==> src/rtl/spike_core_pkg.sv <==
package spike_core_pkg;
  typedef enum logic [1:0] {
    ST_IDLE = 2'd0,
    ST_SCAN = 2'd1,
    ST_FIRE = 2'd2,
    ST_EMIT = 2'd3
  } core_state_t;
endpackage

==> src/rtl/xbar_mem.sv <==
module xbar_mem #(
  parameter int N  = 8,
  localparam int AW = $clog2(N)
) (
  input  logic          clk,
  input  logic          rst,
  input  logic          we,
  input  logic [AW-1:0] waddr,
  input  logic [N-1:0]  wrow,
  input  logic          re,
  input  logic [AW-1:0] raddr,
  output logic [N-1:0]  rrow,
  output logic          rvalid
);
  logic [N-1:0] mem [N];

  always_ff @(posedge clk) begin
    if (we) mem[waddr] <= wrow;
    rrow <= mem[raddr];
  end

  always_ff @(posedge clk) begin
    if (rst) rvalid <= 1'b0;
    else     rvalid <= re;
  end
endmodule

==> src/rtl/route_table.sv <==
module route_table #(
  parameter int N  = 8,
  parameter int CW = 4,
  localparam int AW = $clog2(N)
) (
  input  logic          clk,
  input  logic          we,
  input  logic [AW-1:0] waddr,
  input  logic [CW-1:0] wcore,
  input  logic [AW-1:0] waxon,
  input  logic [AW-1:0] raddr,
  output logic [CW-1:0] rcore,
  output logic [AW-1:0] raxon
);
  logic [CW-1:0] core_mem [N];
  logic [AW-1:0] axon_mem [N];

  always_ff @(posedge clk) begin
    if (we) begin
      core_mem[waddr] <= wcore;
      axon_mem[waddr] <= waxon;
    end
  end

  assign rcore = core_mem[raddr];
  assign raxon = axon_mem[raddr];
endmodule

==> src/rtl/neuron_array.sv <==
module neuron_array #(
  parameter int N  = 8,
  parameter int PW = 8
) (
  input  logic          clk,
  input  logic          rst,
  input  logic          add_en,
  input  logic [N-1:0]  add_vec,
  input  logic          fire_en,
  input  logic [PW-1:0] thr,
  output logic [N-1:0]  fire_hit
);
  localparam logic [PW-1:0] PMAX = {PW{1'b1}};

  for (genvar g = 0; g < N; g++) begin : g_nrn
    logic [PW-1:0] pot;

    assign fire_hit[g] = (pot >= thr);

    always_ff @(posedge clk) begin
      if (rst)                          pot <= '0;
      else if (fire_en && fire_hit[g])  pot <= '0;
      else if (add_en && add_vec[g])    pot <= (pot == PMAX) ? PMAX : pot + 1'b1;
    end

    // a neuron that fires is cleared
    assert_fire_reset_R4: assert property (@(posedge clk) disable iff (rst)
      fire_en && fire_hit[g] |=> pot == '0);

    // an increment never lowers the potential and never wraps to zero
    assert_no_wrap_R5: assert property (@(posedge clk) disable iff (rst)
      add_en && add_vec[g] && !fire_en |=> (pot >= $past(pot)) && (pot != '0));
  end
endmodule

==> src/rtl/spike_core.sv <==
module spike_core
  import spike_core_pkg::*;
#(
  parameter int N        = 8,
  parameter int PW       = 8,
  parameter int CW       = 4,
  parameter int LOCAL_ID = 3,
  localparam int AW   = $clog2(N),
  localparam int CNTW = $clog2(N + 1)
) (
  input  logic          clk,
  input  logic          rst,
  input  logic [PW-1:0] thresh,
  input  logic          xbar_we,
  input  logic [AW-1:0] xbar_axon,
  input  logic [N-1:0]  xbar_row,
  input  logic          route_we,
  input  logic [AW-1:0] route_nrn,
  input  logic [CW-1:0] route_core,
  input  logic [AW-1:0] route_axon,
  input  logic          ev_valid,
  input  logic [AW-1:0] ev_axon,
  input  logic          tick,
  output logic          busy,
  output logic          pkt_valid,
  input  logic          pkt_ready,
  output logic [CW-1:0] pkt_core,
  output logic [AW-1:0] pkt_axon
);
  localparam logic [CW-1:0] MY_ID = CW'(LOCAL_ID);

  core_state_t   state;
  logic [CNTW-1:0] cnt;
  logic [N-1:0]  act, snap, pending;
  logic [N-1:0]  ev_vec, lb_vec, sel_mask, rrow, fire_hit;
  logic          rvalid, rd_en, has_pend, emit_go, loop_hit;
  logic [AW-1:0] sel_idx, r_axon;
  logic [CW-1:0] r_core;

  assign busy  = (state != ST_IDLE);
  assign rd_en = (state == ST_SCAN) && (cnt < CNTW'(N)) && snap[cnt[AW-1:0]];

  xbar_mem #(.N(N)) u_xbar (
    .clk(clk), .rst(rst), .we(xbar_we), .waddr(xbar_axon), .wrow(xbar_row),
    .re(rd_en), .raddr(cnt[AW-1:0]), .rrow(rrow), .rvalid(rvalid)
  );

  neuron_array #(.N(N), .PW(PW)) u_nrn (
    .clk(clk), .rst(rst), .add_en(rvalid), .add_vec(rrow),
    .fire_en(state == ST_FIRE), .thr(thresh), .fire_hit(fire_hit)
  );

  route_table #(.N(N), .CW(CW)) u_route (
    .clk(clk), .we(route_we), .waddr(route_nrn), .wcore(route_core),
    .waxon(route_axon), .raddr(sel_idx), .rcore(r_core), .raxon(r_axon)
  );

  // lowest pending neuron goes first
  always_comb begin
    sel_idx  = '0;
    has_pend = 1'b0;
    for (int i = N - 1; i >= 0; i--) begin
      if (pending[i]) begin
        sel_idx  = AW'(i);
        has_pend = 1'b1;
      end
    end
  end

  assign emit_go  = (state == ST_EMIT) && (!pkt_valid || pkt_ready);
  assign loop_hit = emit_go && has_pend && (r_core == MY_ID);

  always_comb begin
    ev_vec   = '0;
    lb_vec   = '0;
    sel_mask = '0;
    if (ev_valid) ev_vec[ev_axon] = 1'b1;
    if (loop_hit) lb_vec[r_axon]  = 1'b1;
    sel_mask[sel_idx] = 1'b1;
  end

  always_ff @(posedge clk) begin
    if (rst) begin
      act  <= '0;
      snap <= '0;
    end else if (state == ST_IDLE && tick) begin
      snap <= act;
      act  <= ev_vec;
    end else begin
      act  <= act | ev_vec | lb_vec;
    end
  end

  always_ff @(posedge clk) begin
    if (rst) begin
      state     <= ST_IDLE;
      cnt       <= '0;
      pending   <= '0;
      pkt_valid <= 1'b0;
      pkt_core  <= '0;
      pkt_axon  <= '0;
    end else begin
      case (state)
        ST_IDLE: if (tick) begin
          state <= ST_SCAN;
          cnt   <= '0;
        end
        ST_SCAN: begin
          if (cnt == CNTW'(N)) state <= ST_FIRE;
          else                 cnt   <= cnt + 1'b1;
        end
        ST_FIRE: begin
          pending <= fire_hit;
          state   <= ST_EMIT;
        end
        default: if (emit_go) begin
          if (has_pend) begin
            pending   <= pending & ~sel_mask;
            pkt_valid <= (r_core != MY_ID);
            pkt_core  <= r_core;
            pkt_axon  <= r_axon;
          end else begin
            pkt_valid <= 1'b0;
            state     <= ST_IDLE;
          end
        end
      endcase
    end
  end

  // a stalled packet stays put
  assert_pkt_hold_R8: assert property (@(posedge clk) disable iff (rst)
    pkt_valid && !pkt_ready |=> pkt_valid && $stable(pkt_core) && $stable(pkt_axon));

  // no packet is offered once the step is over
  assert_idle_quiet_R9: assert property (@(posedge clk) disable iff (rst)
    !busy |-> !pkt_valid);

  // spikes for this core never leave through the output
  assert_no_local_out_R6: assert property (@(posedge clk) disable iff (rst)
    pkt_valid |-> pkt_core != MY_ID);

  // a new step only starts from idle
  assert_tick_gate_R9: assert property (@(posedge clk) disable iff (rst)
    busy && !$past(busy) |-> $past(tick));
endmodule

==> config.mk <==
export PLATFORM = sky130hd
export DESIGN_NAME = spike_core
export DESIGN_NICKNAME = d
export VERILOG_FILES = /design/src/rtl/spike_core_pkg.sv /design/src/rtl/xbar_mem.sv /design/src/rtl/route_table.sv /design/src/rtl/neuron_array.sv /design/src/rtl/spike_core.sv
export SDC_FILE = /design/constraint.sdc
export NUM_CORES = 1
export LEC_CHECK = 0
export BUFFER_PORTS_ARGS = -buffer_cell sky130_fd_sc_hd__buf_2
export CORE_ASPECT_RATIO = 1.4
export CORE_UTILIZATION = 50
export DETAILED_ROUTE_END_ITERATION = 10
export PLACE_DENSITY = 0.67
export SLEW_MARGIN = 10
export SYNTH_ARGS = -nofsm -noshare
export SYNTH_HDL_FRONTEND = slang
export SYNTH_SLANG_ARGS = --single-unit
==> constraint.sdc <==
create_clock -name clk -period 2 [get_ports clk]
set_input_delay 0 -clock clk [delete_from_list [all_inputs] [get_ports clk]]
set_output_delay 0 -clock clk [all_outputs]
set_load 0.01 [all_outputs]
Yosys cells after proc, flatten, opt, wreduce, memory -nomap -nowiden --
Memories as Yosys holds them, arrays and structs flattened. A register that Yosys moved wholly into a read port is not among the register bits. Cells that the tools add are included.
Word-level totals: register bits 103, bits in latches 0, memory bits (writable) 120, bits in read-only memories 0, input bits 39, output and inout port bits 9, word-level logic and storage cells 168, memories kept 3
Operators by class: add/subtract/negate cells 9, $mul 0, divide/modulo/power cells 0, $lt $le $gt $ge 16, equal/unequal tests 18, shifts and indexed selects 0, mux-type cells 51, bitwise logic cells 6, reduce and logical (&&, ||, !) cells 48
Memories:
- u_xbar.mem | words 8, bits a word 8, read ports 1, clocked after Yosys merged registers in 1, write ports 1, RTL line xbar_mem.sv:15 | logic [N-1:0] mem [N];
- u_route.core_mem | words 8, bits a word 4, read ports 1, clocked after Yosys merged registers in 0, write ports 1, RTL line route_table.sv:15 | logic [CW-1:0] core_mem [N];
- u_route.axon_mem | words 8, bits a word 3, read ports 1, clocked after Yosys merged registers in 0, write ports 1, RTL line route_table.sv:16 | logic [AW-1:0] axon_mem [N];
Operator list (number):
- 2-to-1 mux 8 bit | 13
- adder 8 x 1 -> 8 bit, second input constant | 8
- == test 8 bit, second input constant | 8
- greater-or-equal comparator 8 bit | 8
- logical AND 1 bit | 25
- 2-to-1 mux 3 bit | 8
- OR reduction 2 bit | 9
- 2-to-1 mux 1 bit | 17
- < comparator 3 x 4 -> 1 bit, second input constant | 4
- bitwise OR 8 bit | 2
- one-hot mux 8 bit (2 select lines) | 1
- demux 1 bit (select 3 bit) | 3
- greater-or-equal comparator 3 x 1 -> 1 bit, second input constant | 3
- AND reduction 3 bit | 3
- AND 8 bit | 1
- 2-to-1 mux 2 bit | 4
- 2-to-1 mux 4 bit | 2
- NOT 8 bit | 1
- one-hot mux 4 bit (2 select lines) | 1
- nonzero test 2 bit | 4
- one-hot mux 2 bit (3 select lines) | 1
- adder 4 x 1 -> 4 bit, second input constant | 1
- == test 2 bit, second input constant | 2
- == test 4 x 2 -> 1 bit, second input constant | 1
- other kinds (16) | 18

Longest topological paths before layout --
word-level depth 17, gate-level depth with buffers 10, gate-level depth less buffers 9

Cells and area by module --
Synthesis repeated with hierarchy kept, for this count alone.
Unflattened totals: cell total of the unflattened synthesis 952, area, all modules 11214.5 um2
By module, submodules not included:
- neuron_array | instances 1, cells each 534, area an instance 4434.3 um2, seq. area each 1281.2 um2
- xbar_mem | instances 1, cells each 116, area an instance 2717.6 um2, seq. area each 2102.0 um2
- route_table | instances 1, cells each 94, area an instance 2225.9 um2, seq. area each 1681.6 um2
- spike_core | instances 1, cells each 208, area an instance 1836.8 um2, seq. area each 760.7 um2

Least setup slack after synthesis --
No wires, ideal clock.
kind reg2reg, from reg cnt[0], to reg cnt[3], library setup time 0.128 ns, arrival time 2.001 ns, required time 1.872 ns, path slack -0.129 ns, cell stages (with the launch flop) 11, path buffers 1, period minus slack after synthesis 2.129 ns, cell sequence dfxtp_1 > buf_1 > inv_1 > ha_1 > nand2_1 > nor2_1 > a21oi_1 > o21ai_0 > a21o_1 > a21oi_1 > nor2_1
On the way: longest elaborated chain between the ends 3, elaborated cells between the ends (all ways) 6, those cells by class add/sub: 1; eq/ne: 2; mux: 2; reduce/logical: 1
Ends and longest elaborated chain:
- start: declaration | RTL line spike_core.sv:33 | logic [CNTW-1:0] cnt;
- start signal: assignment | RTL line spike_core.sv:110 | else cnt <= cnt + 1'b1;
- adder 4 x 1 -> 4 bit or == test 4 bit (tied branches) | RTL line spike_core.sv:110, spike_core.sv:109
- 2-to-1 mux 4 bit or != test 2 bit (tied branches)
- one-hot mux 4 bit (2 select lines) or AND reduction 3 bit (tied branches)
Several ways; a longest one is shown, not always the timed one. The select of a mux whose other input is x is not followed. A chain may end at the register's enable or synchronous reset.

Worst setup path after layout --
from reg pending[2], to reg act[5]
On the way: longest elaborated chain between the ends 11, elaborated cells between the ends (all ways) 19, those cells by class order compare: 2; eq/ne: 1; mux: 10; bitwise: 1; reduce/logical: 3; memory: 2
Ends and longest elaborated chain:
- start: declaration | RTL line spike_core.sv:34 | logic [N-1:0] act, snap, pending;
- start signal: assignment | RTL line spike_core.sv:113 | pending <= fire_hit;
- start signal: assignment | RTL line spike_core.sv:118 | pending <= pending & ~sel_mask;
- 2-to-1 mux 3 bit (3 in a row) | RTL line spike_core.sv:63 | if (pending[i]) begin
- memory read (8 x 3 bit)
- < comparator 3 x 4 -> 1 bit (not written as such) or greater-or-equal comparator 3 x 1 -> 1 bit (tied branches) | RTL line spike_core.sv:78 | if (loop_hit) lb_vec[r_axon] = 1'b1;
- logical AND 1 bit (not written as such) | RTL line spike_core.sv:78
- 2-to-1 mux 1 bit (not written as such) | RTL line spike_core.sv:78
- demux 1 bit (select 3 bit) | RTL line spike_core.sv:78
- 2-to-1 mux 8 bit (*) | RTL line spike_core.sv:78
- bitwise OR 8 bit (*) | RTL line spike_core.sv:90 | act <= act | ev_vec | lb_vec;
- 2-to-1 mux 8 bit (*) | RTL line spike_core.sv:86 | end else if (state == ST_IDLE && tick) begin
- end signal: assignment | RTL line spike_core.sv:88 | act <= ev_vec;
- end signal: assignment | RTL line spike_core.sv:90
- end: declaration | RTL line spike_core.sv:34
Mark *: on every way between the ends. The rest lies on a longest branch, timed or not.

==> results.txt <==
- Of the synthesized area, sequential elements account for 0.523.
* Routed Wire Length: ~26000 µm
- From synthesis to final layout, the design area changed by 26.1%.
- Maximum number of pins on one net before global-route repair: 26
* Net count of the finished layout: between 1000 and 1500
* HPWL reported at the end of detailed placement: 17300 µm
- Clock network latency to the later pin of the worst-skew pair: approximately 0.52 ns
- The worst hold path terminates at u_xbar.mem[6][3]$_DFFE_PP_.
- For flop-to-flop paths, the worst setup slack is -0.23 ns.
* VDD IR max: roughly 0.00068 V
* WP data arrival: 2.66 ns
- The synthesized design contains 120 enable-type register cells.
- GR Util All Layers: 0.229
* Headroom to the max-slew limit: 0.525
- The filler cells instantiated in the layout total about 1700.
* Height of the die: between 150 and 200 µm
* Diodes inserted: 0
- The synthesized netlist occupies a cell area of 0.0111 mm².
- Vias in the first global route: about 8200
* Min Tclk post-route: roughly 2.2 ns
- Post-placement cell area: about 0.012 mm²
* Total clock buffers created by CTS: 23
- The congestion estimate from routability-driven global placement came to 0.823.
* Setup violators final: 17
- Worst path required time: 2.43 ns
- The clock drives 231 sinks.
* H-tree depth: 1
- Classification of the worst setup path: reg -> reg
* Hold path startpoint: xbar_axon[2]
- The first global-routing pass estimated 40900 µm of wire.
- The worst register-to-register path has a depth of 8.
- The floorplan has 64 rows.
- For this design, the slowest cell found on the critical path is a221oi_4.
- In the final layout, the share of cells above drive strength 1 is 0.282.
* Worst R2R Start: pending[2]$_SDFFE_PP0P_
- Part of the cycle the worst path needs: 1.11
- At the pin with the least slew margin, the transition time is between 0.7 and 0.8 ns.
* Startpoint type of the worst setup path: flop
- The cell sitting at the root of the clock tree is a clkbuf_16.
* Number of remaining DRC errors: 0
- The first detailed-routing pass ran for 5 iterations.
- Source of the critical timing path: pending[2]$_SDFFE_PP0P_
- Post-DR wirelength/cell: about 17 µm
* Final count of hold timing violations: 0
* Starting utilization of the core area: 0.510
- Timing would allow up to approximately 0.45 GHz.
- Number of library cell types mapped by synthesis: 70
- The count of final max-slew check failures was 0.
* Hold/Removal Path Class: in -> reg
- The number of nets handed over by synthesis was 1133.
- Full die area: about 0.023 mm²
- The final reports fail on setup timing.
- In the post-route analysis, the smallest setup slack over all paths is -0.230 ns.
* Count of yosys warnings during synthesis: 0
* Die width: ~130 µm
- Final Cell Area: around 0.014 mm²
- Synthesis handed over a netlist of 1015 instances.
- During placement, the flow inserted port buffers numbering between 40 and 50.
- Worst path cell trace: buf_6, nor3_4, o21ai_2, nand2_2, mux2_4, a221oi_4, nand4b_4, o31ai_2
* Biggest cell delay along the critical path: approximately 0.44 ns
- Worst hold slack: roughly 0.026 ns
- Synthesis-stage register bit count: approximately 230
* Number of top-level design ports: 48
* Power per cell area: between 700 and 800 mW/mm²
* Core box area: around 0.022 mm²
- The count of nets left with antenna violations once routing finished came out at 0.
- Synth async-reset ratio: 0
- Utilization after layout: 0.643
- Initial antenna violation count: 0
- Via Count: 8377
- Clock transition at path regs: ~0.060 ns
- For this run the aggregate overflow at the end of global routing stands at 0.
- Worst hold path cell count: 3
- Status: complete, but fails checks
- The detailed router finished its first iteration with about 420 violations.
* Setup crit end kind: flop
- Of all nets on the critical path, the largest fanout is 7.
* CTS tree: done
- Setup repair after global routing missed its margin: true
- Using the TritonRoute via totals, the vias-per-cell ratio works out to approximately 5.6.
- Across the run, the number of max-cap violations was 0.
- In this run the critical register-to-register path is captured at act[5]$_SDFF_PP0_.
* Most used flip-flop cell after synthesis: edfxtp_1
* Worst clock skew: 0.00943 ns
* Post-synthesis average cell area: ~11 µm²
* Buffer levels on the longest clock path: 3
* Static Leakage: between 5 and 6 nW
routing by layer:
metal	vias to the layer above	GRT usage	wire length [µm]
met3	54	0.0264	911
met4	0	0.0902	833
met1	4043	0.278	10700
li1	4091	-	-
met5	-	0	0
met2	189	0.413	13300
power breakdown:
part / internal, W / switching, W / leakage (nW)
registers: 0.00513 / 0.0000847 / 1.99
clock network: 0.00236 / 0.00181 / 0.337
logic: 0.000657 / 0.000789 / 3.09
total: 0.00814 / 0.00268 / 5.42
placed cells by master, fill, tap and decap left out, drive strengths merged, types with 13 or more instances in the layout:
cell,netlist,layout
edfxtp,120,120
inv,34,35
nor2,167,167
nand2,58,58
a211oi,20,20
dlygate4sd3,0,28
buf,11,153
mux2,13,13
xnor2,25,25
nor3,31,31
dfxtp,111,111
a21oi,40,40
nand2b,27,27
nand3,35,35
nor2b,14,14
a21o,18,18
nand4,21,21
o21ai,38,38
mux4,18,18
clkbuf,19,24
mux2i,15,15
ha,79,79
how the worst max path moves through the flow:
| stage | end | depth (start not counted) |
|---|---|---|
| floorplan | act[6]$_SDFF_PP0_ | 8 |
| global placement | act[3]$_SDFF_PP0_ | 7 |
| detailed placement | act[6]$_SDFF_PP0_ | 7 |
| CTS | act[6]$_SDFF_PP0_ | 6 |
| global route | act[0]$_SDFF_PP0_ | 7 |
| finish | act[5]$_SDFF_PP0_ | 8 |
cells in the mapped netlist (3+ instances only):
cell | number | area, µm²
nand2_1 | 57 | 214
nand4_1 | 21 | 131
clkbuf_1 | 19 | 71.3
nor2_1 | 167 | 627
and2_1 | 8 | 50.1
buf_6 | 3 | 33.8
xnor2_1 | 25 | 219
mux2_2 | 10 | 113
mux2i_1 | 15 | 150
nand3b_1 | 4 | 30.0
nor3_1 | 30 | 150
nand3_1 | 35 | 175
a22oi_1 | 6 | 45.0
a32oi_1 | 6 | 52.6
a21o_1 | 18 | 135
mux4_2 | 18 | 405
and3_1 | 3 | 18.8
edfxtp_1 | 120 | 3600
o22ai_1 | 3 | 18.8
a31o_2 | 8 | 70.1
a211oi_1 | 18 | 135
buf_1 | 5 | 18.8
nor2b_1 | 14 | 87.6
xor2_1 | 8 | 70.1
inv_1 | 34 | 128
nor4_1 | 6 | 37.5
a2111oi_0 | 8 | 70.1
o21ai_0 | 36 | 180
nand2b_1 | 27 | 169
o31ai_1 | 8 | 60.1
dfxtp_1 | 111 | 2220
a21oi_1 | 40 | 200
ha_1 | 79 | 988
cell type report:
type                            count  area [µm²]  area share
Multi-Input combinational cell    722        5600       0.399
Tap cell                          297         372      0.0264
Inverter                           34         128     0.00908
Clock buffer                       24         579      0.0412
Timing Repair Buffer              181        1390      0.0990
Clock inverter                     14         133     0.00944
Sequential cell                   231        5850       0.416
stage by stage:
stage	TNS [ns]	power, W	instances	setup slack (ns)
after floorplan	-0.837	0.00605	1015	-0.0886
after detailed placement	-2.46	0.00656	1420	-0.227
after global routing	-3.93	0.0112	1503	-0.304
after CTS	-1.38	0.0108	1497	-0.159
after global placement	-2.05	0.00653	1420	-0.201
final	-2.19	0.0108	1503	-0.230
registers in the layout, indices dropped and copies added, names as in the netlist:
signal	cells
act	8
u_route.core_mem	32
cnt	4
u_xbar.rrow	8
u_route.axon_mem	24
u_nrn.g_nrn.pot	64
u_xbar.rvalid	1
pkt_core	4
pkt_valid	1
pkt_axon	3
snap	8
u_xbar.mem	64
state	2
pending	8
cell families after synthesis:
logic type,Yosys count,share of synthesized area
adders and majority gates,79,0.0887
xor gates and xnor gates,33,0.0259
buffers and inverters,64,0.0241
AOI/OAI and AO/OA,175,0.111
muxes,46,0.0633
and+or+nand+nor,387,0.164
DFF,231,0.523
timing repair:
| item | CTS | global route |
|---|---|---|
| gates cloned | 2 | 0 |
| hold buffers | 28 | 0 |
| endpoints found under the hold margin | 173 | 0 |
| buffers inserted | 9 | 9 |
| pin swaps | 25 | 66 |
| endpoints found under the setup margin | 37 | 79 |
| resized for setup | 32 | 115 |
worst max-delay path: cells and delay by family (launching register included):
family / cells / cell delay, ns
compound gates: 3 / 0.79
simple gates: 3 / 0.58
mux: 1 / 0.33
buf+inv: 1 / 0.13
flops: 1 / 0.33
No activity file was read; power rests on OpenSTA's default activity.
